`config.mk`:
```
export PLATFORM = sky130hd
export DESIGN_NAME = lp_line_pixel
export DESIGN_NICKNAME = d
export VERILOG_FILES = /design/src/rtl/lp_pkg.sv /design/src/rtl/lp_minterm.sv /design/src/rtl/lp_axis_step.sv /design/src/rtl/lp_err_acc.sv /design/src/rtl/lp_line_pixel.sv
export SDC_FILE = /design/constraint.sdc
export NUM_CORES = 1
export LEC_CHECK = 0
export BUFFER_PORTS_ARGS = -buffer_cell sky130_fd_sc_hd__buf_4
export CELL_PAD_IN_SITES_DETAIL_PLACEMENT = 0
export CELL_PAD_IN_SITES_GLOBAL_PLACEMENT = 2
export CORE_ASPECT_RATIO = 2
export CORE_MARGIN = 4
export CORE_UTILIZATION = 35
export CTS_CLUSTER_SIZE = 12
export DETAILED_ROUTE_END_ITERATION = 16
export GPL_ROUTABILITY_DRIVEN = 0
export PLACE_DENSITY_LB_ADDON = 0.1
export SLEW_MARGIN = 10
export SYNTH_ARGS = -nofsm -noshare
export SYNTH_HDL_FRONTEND = slang
export SYNTH_HIERARCHICAL = 1
export SYNTH_SLANG_ARGS = --single-unit
export TNS_END_PERCENT = 20
```
`constraint.sdc`:
```
create_clock -name clk -period 7.7 [get_ports clk]
set_clock_uncertainty 0.05 [all_clocks]
set_input_delay 1.54 -clock clk [delete_from_list [all_inputs] [get_ports clk]]
set_output_delay 1.54 -clock clk [all_outputs]
set_load 0.01 [all_outputs]
```
`src/rtl/lp_pkg.sv`:
```
package lp_pkg;
    typedef enum logic [1:0] {
        LP_IDLE  = 2'd0,
        LP_RUN   = 2'd1,
        LP_WBACK = 2'd2
    } lp_state_e;
endpackage

```
`src/rtl/lp_minterm.sv`:
```
module lp_minterm #(
    parameter int DW = 16
) (
    input  logic [7:0]    fn,
    input  logic [DW-1:0] a_in,
    input  logic [DW-1:0] b_in,
    input  logic [DW-1:0] c_in,
    output logic [DW-1:0] d_out
);
    for (genvar i = 0; i < DW; i++) begin : g_bit
        assign d_out[i] = fn[{a_in[i], b_in[i], c_in[i]}];
    end
endmodule

```
`src/rtl/lp_axis_step.sv`:
```
module lp_axis_step #(
    parameter int DW = 16,
    parameter int AW = 24,
    localparam int SW = $clog2(DW),
    localparam int BYTES = DW / 8
) (
    input  logic [SW-1:0] ash,
    input  logic [AW-1:0] cpt,
    input  logic [DW-1:0] row_mod,
    input  logic          step_x,
    input  logic          step_y,
    input  logic          x_neg,
    input  logic          y_neg,
    output logic [SW-1:0] ash_nx,
    output logic [AW-1:0] cpt_nx
);
    localparam logic [SW-1:0] POS_MAX = SW'(DW - 1);
    logic [AW-1:0] dx;
    logic [AW-1:0] dy;
    logic [AW-1:0] row_ext;

    assign row_ext = {{(AW-DW){row_mod[DW-1]}}, row_mod};

    always_comb begin
        ash_nx = ash;
        dx     = '0;
        if (step_x) begin
            if (x_neg) begin
                if (ash == '0) begin
                    ash_nx = POS_MAX;
                    dx     = AW'(0) - AW'(BYTES);
                end else begin
                    ash_nx = ash - SW'(1);
                end
            end else begin
                if (ash == POS_MAX) begin
                    ash_nx = '0;
                    dx     = AW'(BYTES);
                end else begin
                    ash_nx = ash + SW'(1);
                end
            end
        end
        dy = '0;
        if (step_y) begin
            dy = y_neg ? (AW'(0) - row_ext) : row_ext;
        end
        cpt_nx = cpt + dx + dy;
    end
endmodule

```
`src/rtl/lp_err_acc.sv`:
```
module lp_err_acc #(
    parameter int DW = 16
) (
    input  logic          clk,
    input  logic          rst_n,
    input  logic          load,
    input  logic [DW-1:0] acc_init,
    input  logic          sign_init,
    input  logic          adv,
    input  logic [DW-1:0] inc_pos,
    input  logic [DW-1:0] inc_neg,
    output logic [DW-1:0] acc,
    output logic          sign
);
    logic [DW-1:0] sum;
    assign sum = acc + (sign ? inc_neg : inc_pos);

    always_ff @(posedge clk or negedge rst_n) begin
        if (!rst_n) begin
            acc  <= '0;
            sign <= 1'b0;
        end else if (load) begin
            acc  <= acc_init;
            sign <= sign_init;
        end else if (adv) begin
            acc  <= sum;
            sign <= sum[DW-1];
        end
    end
endmodule

```
`src/rtl/lp_line_pixel.sv`:
```
module lp_line_pixel
    import lp_pkg::*;
#(
    parameter int DW = 16,
    parameter int AW = 24,
    localparam int SW = $clog2(DW)
) (
    input  logic          clk,
    input  logic          rst_n,
    input  logic          start,
    input  logic [7:0]    fn_byte,
    input  logic [SW-1:0] ash_init,
    input  logic          use_a,
    input  logic          use_b,
    input  logic          use_c,
    input  logic          sing,
    input  logic          major_x,
    input  logic          x_neg,
    input  logic          y_neg,
    input  logic [DW-1:0] acc_init,
    input  logic          sign_init,
    input  logic [DW-1:0] amod,
    input  logic [DW-1:0] bmod,
    input  logic [DW-1:0] row_mod,
    input  logic [AW-1:0] apt_init,
    input  logic [AW-1:0] bpt_init,
    input  logic [AW-1:0] cpt_init,
    input  logic [DW-1:0] a_data,
    input  logic [DW-1:0] fwm,
    input  logic          pix_stb,
    input  logic [SW-1:0] b_shift,
    input  logic [DW-1:0] b_data,
    input  logic [DW-1:0] b_fetch,
    input  logic [DW-1:0] c_fetch,
    input  logic          cdat_wr,
    input  logic [DW-1:0] cdat_wdata,
    input  logic          done_stb,
    output logic          busy,
    output logic          zero_flag,
    output logic          st_vld,
    output logic [AW-1:0] st_addr,
    output logic [DW-1:0] st_data,
    output logic          wb_vld,
    output logic [SW-1:0] wb_ash,
    output logic          wb_sign,
    output logic [AW-1:0] wb_apt,
    output logic [AW-1:0] wb_bpt,
    output logic [AW-1:0] wb_cpt,
    output logic [AW-1:0] wb_dpt
);
    lp_state_e state_q, state_d;

    logic [7:0]       fn_q;
    logic [SW-1:0]    ash_q;
    logic             use_a_q, use_b_q, use_c_q, sing_q;
    logic             major_x_q, x_neg_q, y_neg_q;
    logic [DW-1:0]    amod_q, bmod_q, row_mod_q, a_word_q, c_reg;
    logic [AW-DW-1:0] apt_hi_q;
    logic [AW-1:0]    bpt_q, cpt_q, dpt_q;
    logic             one_dot_q, zero_q;
    logic             st_vld_q;
    logic [AW-1:0]    st_addr_q;
    logic [DW-1:0]    st_data_q;

    logic             load, fire, store_ok, step_x, step_y;
    logic [DW-1:0]    a_in, b_in, c_in, d_w, b_src;
    logic [2*DW-1:0]  b_dbl;
    logic [DW-1:0]    acc_w;
    logic             sign_w;
    logic [SW-1:0]    ash_nx;
    logic [AW-1:0]    cpt_nx;

    // state register
    always_ff @(posedge clk or negedge rst_n) begin
        if (!rst_n) state_q <= LP_IDLE;
        else        state_q <= state_d;
    end

    always_comb begin
        state_d = state_q;
        unique case (state_q)
            LP_IDLE:  if (start)    state_d = LP_RUN;
            LP_RUN:   if (done_stb) state_d = LP_WBACK;
            LP_WBACK:               state_d = LP_IDLE;
            default:                state_d = LP_IDLE;
        endcase
    end

    // outputs
    always_comb begin
        busy      = (state_q != LP_IDLE);
        wb_vld    = (state_q == LP_WBACK);
        zero_flag = zero_q;
        st_vld    = st_vld_q;
        st_addr   = st_addr_q;
        st_data   = st_data_q;
        wb_ash    = ash_q;
        wb_sign   = sign_w;
        wb_apt    = {apt_hi_q, acc_w};
        wb_bpt    = bpt_q;
        wb_cpt    = cpt_q;
        wb_dpt    = dpt_q;
    end

    assign load     = start && (state_q == LP_IDLE);
    assign fire     = pix_stb && (state_q == LP_RUN);
    assign store_ok = !sing_q || !one_dot_q;

    // operand formation
    assign a_in  = a_word_q >> ash_q;
    assign b_src = use_b_q ? b_fetch : b_data;
    assign b_dbl = {b_src, b_src} >> b_shift;
    assign b_in  = {DW{b_dbl[0]}};
    assign c_in  = use_c_q ? c_fetch : c_reg;

    // major axis always, minor axis on a clear sign
    assign step_x = major_x_q ? 1'b1 : !sign_w;
    assign step_y = major_x_q ? !sign_w : 1'b1;

    lp_minterm #(.DW(DW)) u_mint (
        .fn(fn_q), .a_in(a_in), .b_in(b_in), .c_in(c_in), .d_out(d_w)
    );

    lp_axis_step #(.DW(DW), .AW(AW)) u_step (
        .ash(ash_q), .cpt(cpt_q), .row_mod(row_mod_q),
        .step_x(step_x), .step_y(step_y), .x_neg(x_neg_q), .y_neg(y_neg_q),
        .ash_nx(ash_nx), .cpt_nx(cpt_nx)
    );

    lp_err_acc #(.DW(DW)) u_err (
        .clk(clk), .rst_n(rst_n), .load(load),
        .acc_init(acc_init), .sign_init(sign_init),
        .adv(fire && use_a_q), .inc_pos(amod_q), .inc_neg(bmod_q),
        .acc(acc_w), .sign(sign_w)
    );

    always_ff @(posedge clk or negedge rst_n) begin
        if (!rst_n) begin
            fn_q <= '0; ash_q <= '0;
            use_a_q <= 1'b0; use_b_q <= 1'b0; use_c_q <= 1'b0; sing_q <= 1'b0;
            major_x_q <= 1'b0; x_neg_q <= 1'b0; y_neg_q <= 1'b0;
            amod_q <= '0; bmod_q <= '0; row_mod_q <= '0; a_word_q <= '0;
            apt_hi_q <= '0; bpt_q <= '0; cpt_q <= '0; dpt_q <= '0;
            c_reg <= '0; one_dot_q <= 1'b0; zero_q <= 1'b1;
            st_vld_q <= 1'b0; st_addr_q <= '0; st_data_q <= '0;
        end else begin
            st_vld_q <= fire && store_ok;
            if (load) begin
                fn_q <= fn_byte; ash_q <= ash_init;
                use_a_q <= use_a; use_b_q <= use_b; use_c_q <= use_c;
                sing_q <= sing; major_x_q <= major_x;
                x_neg_q <= x_neg; y_neg_q <= y_neg;
                amod_q <= amod; bmod_q <= bmod; row_mod_q <= row_mod;
                a_word_q <= a_data & fwm;
                apt_hi_q <= apt_init[AW-1:DW];
                bpt_q <= bpt_init; cpt_q <= cpt_init; dpt_q <= cpt_init;
                one_dot_q <= 1'b0; zero_q <= 1'b1;
            end else if (fire) begin
                st_addr_q <= cpt_q;
                st_data_q <= d_w;
                dpt_q     <= cpt_q;
                ash_q     <= ash_nx;
                cpt_q     <= cpt_nx;
                one_dot_q <= !step_y;
                if (d_w != '0) zero_q <= 1'b0;
                if (use_b_q) bpt_q <= bpt_q + {{(AW-DW){bmod_q[DW-1]}}, bmod_q};
            end
            if (fire && use_c_q)  c_reg <= c_fetch;
            else if (cdat_wr)     c_reg <= cdat_wdata;
        end
    end
endmodule


```
==> impl_metrics.xml <==
<?xml version="1.0" encoding="UTF-8"?>
<metrics>
  <group name="run_status">
    <metric name="status" unit="">completed</metric>
  </group>
  <group name="route">
    <metric name="post_drt_via_cell_ratio" unit="">5.27</metric>
    <metric name="drt_iter0_drc" unit="">561</metric>
    <metric name="routed_wl" unit="um">54200</metric>
    <metric name="via_count" unit="">14142</metric>
    <metric name="wl_per_cell" unit="um">20.2</metric>
    <metric name="antenna_left" unit="">0</metric>
    <metric name="drt_pre_antenna_iters" unit="">4</metric>
    <metric name="drt_drc_violations_left" unit="">0</metric>
  </group>
  <group name="pwr">
    <metric name="static_leakage" unit="nW">10.1</metric>
    <metric name="cellInternalPower" unit="W">0.00568</metric>
    <metric name="seq_power_share" unit="%">23.8</metric>
    <metric name="power.switching" unit="W">0.00498</metric>
    <metric name="share_comb_of_total_power" unit="%">64.4</metric>
    <metric name="ir_drop" unit="mV">0.239</metric>
    <metric name="power_density" unit="nW/um^2">525</metric>
    <metric name="switching_power_as_a_share_of_total_power" unit="%">46.7</metric>
    <metric name="clock_power_share" unit="%">11.8</metric>
  </group>
  <group name="synthesis">
    <metric name="synth_cells" unit="">1775</metric>
    <metric name="total_of_flip_flops_plus_latches_after_synthesis" unit="">241</metric>
    <metric name="synth_compound_area_share" unit="%">12.5</metric>
    <metric name="post_synth_instance_area" unit="um^2">16200</metric>
    <metric name="async_reset_ff_share" unit="%">100</metric>
    <metric name="post_synth_edffs" unit="">0</metric>
    <metric name="synth.net_count" unit="">2127</metric>
    <metric name="muxShareOfSynthArea" unit="%">15.0</metric>
    <metric name="synth_area_per_inst" unit="um^2">9.11</metric>
    <metric name="yosys.area_share.adder" unit="%">8.13</metric>
    <metric name="post_synth_xor_area_fraction" unit="%">3.85</metric>
    <metric name="ys.flop_type" unit="">sky130_fd_sc_hd__dfrtp_1</metric>
    <metric name="share_of_synthesized_area_occupied_by_flip_flops_and_latches" unit="%">37.3</metric>
    <metric name="yosys_warnings" unit="">6</metric>
    <metric name="synthDistinctLibCells" unit="">76</metric>
    <metric name="dominant_combinational_cell_family_by_area_after_synthesis" unit="">simple AND/OR/NAND/NOR gates</metric>
    <metric name="synthSimpleGateAreaFrac" unit="%">19.7</metric>
  </group>
  <group name="setup_path">
    <metric name="cpPeakStageDelay" unit="ps">700</metric>
    <metric name="crit_fanout" unit="">24</metric>
    <metric name="worstPathRequired" unit="ps">8120</metric>
    <metric name="cp-end-kind" unit="">flip-flop</metric>
    <metric name="crit_chain" unit="">inv_1 &gt; ha_1 &gt; nand2b_1 &gt; nor3b_1 &gt; nand2_1 &gt; inv_1 &gt; buf_4 &gt; fa_1 &gt; fa_1 &gt; a21oi_1 &gt; o211ai_1 &gt; a21oi_1 &gt; o21ai_0 &gt; o41ai_1 &gt; xnor2_1 &gt; mux2i_1 &gt; o21ai_0</metric>
    <metric name="timing.critical_path.buf_inv" unit="">3</metric>
    <metric name="slowest_stage" unit="">sky130_fd_sc_hd__dfrtp_1</metric>
    <metric name="path_delay_family" unit="">compound AO/OA/AOI/OAI gates</metric>
    <metric name="worstPathArrival" unit="ps">5530</metric>
    <metric name="worstSetupPathType" unit="">reg2reg</metric>
    <metric name="worstSetupPathDepth" unit="">17</metric>
    <metric name="worstSetupStartpointType" unit="">flip-flop</metric>
    <metric name="worst-r2r-cell-count" unit="">17</metric>
  </group>
  <group name="timing">
    <metric name="total_neg_setup_slack" unit="ps">0</metric>
    <metric name="finalCriticalPeriod" unit="ps">5120</metric>
    <metric name="finalHoldViolations" unit="">0</metric>
    <metric name="rsz_0062_raised_after_global_routing" unit="">no</metric>
    <metric name="achievable-frequency" unit="MHz">195</metric>
    <metric name="slew_headroom" unit="%">22.3</metric>
    <metric name="slew_viol_final" unit="">0</metric>
    <metric name="pin_slew_with_the_least_headroom_to_its_limit" unit="ps">1170</metric>
    <metric name="report.final.setup_viol" unit="">0</metric>
    <metric name="post-route-period-util" unit="%">66.5</metric>
  </group>
  <group name="cts">
    <metric name="clk-insertion-delay-late" unit="ps">560</metric>
    <metric name="cts_max_path_buffers" unit="">3</metric>
    <metric name="clkTransAtPathRegs" unit="ps">70</metric>
    <metric name="cts_max_level" unit="">1</metric>
    <metric name="cts_inserted_buffers" unit="">26</metric>
    <metric name="postCtsHoldBufs" unit="">0</metric>
    <metric name="clock-sinks" unit="">241</metric>
    <metric name="cts-root-buf" unit="">sky130_fd_sc_hd__clkbuf_16</metric>
    <metric name="number_of_resized_instances_in_the_post_cts_repair_step" unit="">0</metric>
    <metric name="cts_setup_buffers" unit="">0</metric>
    <metric name="tritoncts" unit="">done</metric>
  </group>
  <group name="final_layout">
    <metric name="synthToLayoutAreaGrowth" unit="%">25.6</metric>
    <metric name="sequential_cell_area" unit="um^2">6030</metric>
    <metric name="post_route_cells_drive_above_1_share" unit="%">25.0</metric>
    <metric name="fillerInstances" unit="">4604</metric>
    <metric name="finish.instance_area" unit="um^2">20300</metric>
    <metric name="area_taken_by_multi_input_logic_gates" unit="um^2">9590</metric>
    <metric name="final_net_count" unit="">2455</metric>
  </group>
  <group name="global_route">
    <metric name="residual_overflow_from_global_routing" unit="">0</metric>
    <metric name="pin_count_of_the_biggest_net_entering_global_routing" unit="">158</metric>
    <metric name="antenna_found_initial" unit="">4</metric>
    <metric name="grt_use_total" unit="%">21.1</metric>
    <metric name="grt_first_pass_wirelength" unit="um">84400</metric>
    <metric name="first_global_vias" unit="">14887</metric>
  </group>
  <group name="die">
    <metric name="die_h" unit="um">312</metric>
    <metric name="io-pin-count" unit="">407</metric>
    <metric name="design.die.area" unit="um^2">49900</metric>
    <metric name="effective_utilization_at_floorplan" unit="%">35.3</metric>
    <metric name="floorplan.die.width" unit="um">160</metric>
    <metric name="row_count" unit="">111</metric>
    <metric name="placeable_core_area" unit="um^2">45800</metric>
  </group>
  <group name="job">
    <metric name="drv.max_cap_violation_count" unit="">0</metric>
  </group>
  <group name="worst_hold_path">
    <metric name="hp-class" unit="">reg2reg</metric>
    <metric name="min_delay_path_depth" unit="">1</metric>
  </group>
  <group name="placement">
    <metric name="buffers_added_on_ports" unit="">390</metric>
    <metric name="post_dp_cell_area" unit="um^2">19500</metric>
    <metric name="place.detailed.hpwl" unit="um">41400</metric>
  </group>
</metrics>
per-layer routing:
| layer | wire length (um) | global-route usage [%] | vias up |
|---|---|---|---|
| met1 | 19600 | 22.6 | 6764 |
| met3 | 3560 | 5.17 | 75 |
| li1 | - | - | 6871 |
| met2 | 29600 | 40.7 | 428 |
| met5 | 25 | 0 | - |
| met4 | 1390 | 5.79 | 4 |
per-stage QoR:
| step | utilization (%) | std cells | hold slack (ps) | power (W) | setup slack [ps] |
|---|---|---|---|---|---|
| 2_1_floorplan | - | 1775 | 369 | 0.00727 | 3130 |
| 3_3_place_gp | 42.5 | 2640 | 385 | 0.00940 | 2530 |
| 3_5_place_dp | 42.5 | 2640 | 386 | 0.00949 | 2510 |
| 4_1_cts | 44.3 | 2683 | 404 | 0.0108 | 2490 |
| 5_1_grt | 44.3 | 2684 | 429 | 0.0116 | 2000 |
| 6_report | 44.3 | 2685 | 403 | 0.0107 | 2580 |
final timing paths:
kind                                start     endpoint  slack (ps)
worst min-delay path               sing_q       st_vld         400
min in group asynchronous           rst_n  st_addr[12]         920
max in group asynchronous           rst_n      use_a_q        5160
worst max-delay path            wb_ash[0]   wb_cpt[17]        2580
worst max register to register  wb_ash[0]   wb_cpt[17]        2580
worst min register to register     sing_q       st_vld         400
Yosys cell counts, drive strengths merged (3+ instances only):
cell type / instances / area share [%]
nand2: 491 / 11
dfrtp: 240 / 37
a21oi: 113 / 3.5
o21ai: 97 / 3.0
nor2: 86 / 2.0
mux2i: 70 / 4.3
clkbuf: 65 / 1.5
ha: 65 / 5.0
nand3: 57 / 1.8
mux2: 53 / 3.7
xnor2: 51 / 2.8
mux4: 45 / 7.0
buf: 36 / 1.3
inv: 26 / 0.60
fa: 25 / 3.1
nor2b: 20 / 0.79
xor2: 20 / 1.1
a22oi: 19 / 0.88
a31oi: 17 / 0.70
a21o: 15 / 0.70
and2: 15 / 0.58
a211oi: 14 / 0.65
nand4: 14 / 0.54
o211ai: 12 / 0.56
nand2b: 10 / 0.39
o21a: 9 / 0.43
nor3: 8 / 0.35
nor3b: 8 / 0.37
o31ai: 8 / 0.37
o22ai: 7 / 0.27
and3: 6 / 0.23
nor4: 6 / 0.23
a21boi: 5 / 0.26
nand3b: 5 / 0.23
o21bai: 5 / 0.26
or3: 3 / 0.12
cells in the final DEF, fill, tap and decap left out, types with 15 or more instances in the layout:
cell / n
sky130_fd_sc_hd__a21oi_1: 112
sky130_fd_sc_hd__mux2_2: 53
sky130_fd_sc_hd__clkbuf_16: 27
sky130_fd_sc_hd__buf_4: 398
sky130_fd_sc_hd__fa_1: 25
sky130_fd_sc_hd__and2_1: 15
sky130_fd_sc_hd__dfrtp_1: 240
sky130_fd_sc_hd__a31oi_1: 16
sky130_fd_sc_hd__ha_1: 65
sky130_fd_sc_hd__a22oi_1: 19
sky130_fd_sc_hd__mux2i_1: 70
sky130_fd_sc_hd__nor2_1: 84
sky130_fd_sc_hd__xnor2_1: 51
sky130_fd_sc_hd__a21o_1: 15
sky130_fd_sc_hd__mux4_1: 31
sky130_fd_sc_hd__nand2_1: 489
sky130_fd_sc_hd__o21ai_0: 89
sky130_fd_sc_hd__xor2_1: 20
sky130_fd_sc_hd__nand3_1: 57
sky130_fd_sc_hd__nor2b_1: 19
sky130_fd_sc_hd__inv_1: 25
power by group through the flow:
stage                     clock network (W)  logic [W]  registers [W]
final                               0.00126    0.00686        0.00253
after global placement                    0    0.00684        0.00256
after detailed placement                  0    0.00691        0.00258
after global routing                0.00135    0.00765        0.00264
after floorplan                           0    0.00482        0.00245
after CTS                           0.00131    0.00695        0.00255
cells by family (layout without fill, tap and decap cells):
| logic type | count (synthesis) | in the layout |
|---|---|---|
| buf+inv | 128 | 471 |
| flops | 241 | 241 |
| simple gates | 742 | 742 |
| compound gates | 335 | 335 |
| fa+ha+maj | 90 | 90 |
| xor+xnor | 71 | 71 |
| mux | 168 | 168 |
| other cells | 0 | 2 |
cell type report:
cell class	count	share of cell area, %
Clock inverter	4	0.240
Multi-Input combinational cell	1406	47.2
Tap cell	565	3.48
Timing Repair Buffer	401	15.0
Antenna cell	2	0.0246
Sequential cell	241	29.7
Inverter	27	0.524
Clock buffer	39	3.84
worst register-to-register path, stage by stage (launching register included):
cell                       delay, ps
sky130_fd_sc_hd__dfrtp_1         700
sky130_fd_sc_hd__inv_1           240
sky130_fd_sc_hd__ha_1            220
sky130_fd_sc_hd__nand2b_1        100
sky130_fd_sc_hd__nor3b_1         260
sky130_fd_sc_hd__nand2_1         210
sky130_fd_sc_hd__inv_1           100
sky130_fd_sc_hd__buf_4           400
sky130_fd_sc_hd__fa_1            560
sky130_fd_sc_hd__fa_1            470
sky130_fd_sc_hd__a21oi_1         230
sky130_fd_sc_hd__o211ai_1        170
sky130_fd_sc_hd__a21oi_1         260
sky130_fd_sc_hd__o21ai_0         230
sky130_fd_sc_hd__o41ai_1         430
sky130_fd_sc_hd__xnor2_1         160
sky130_fd_sc_hd__mux2i_1          80
sky130_fd_sc_hd__o21ai_0         170
Power figures use the tool's default switching activity.
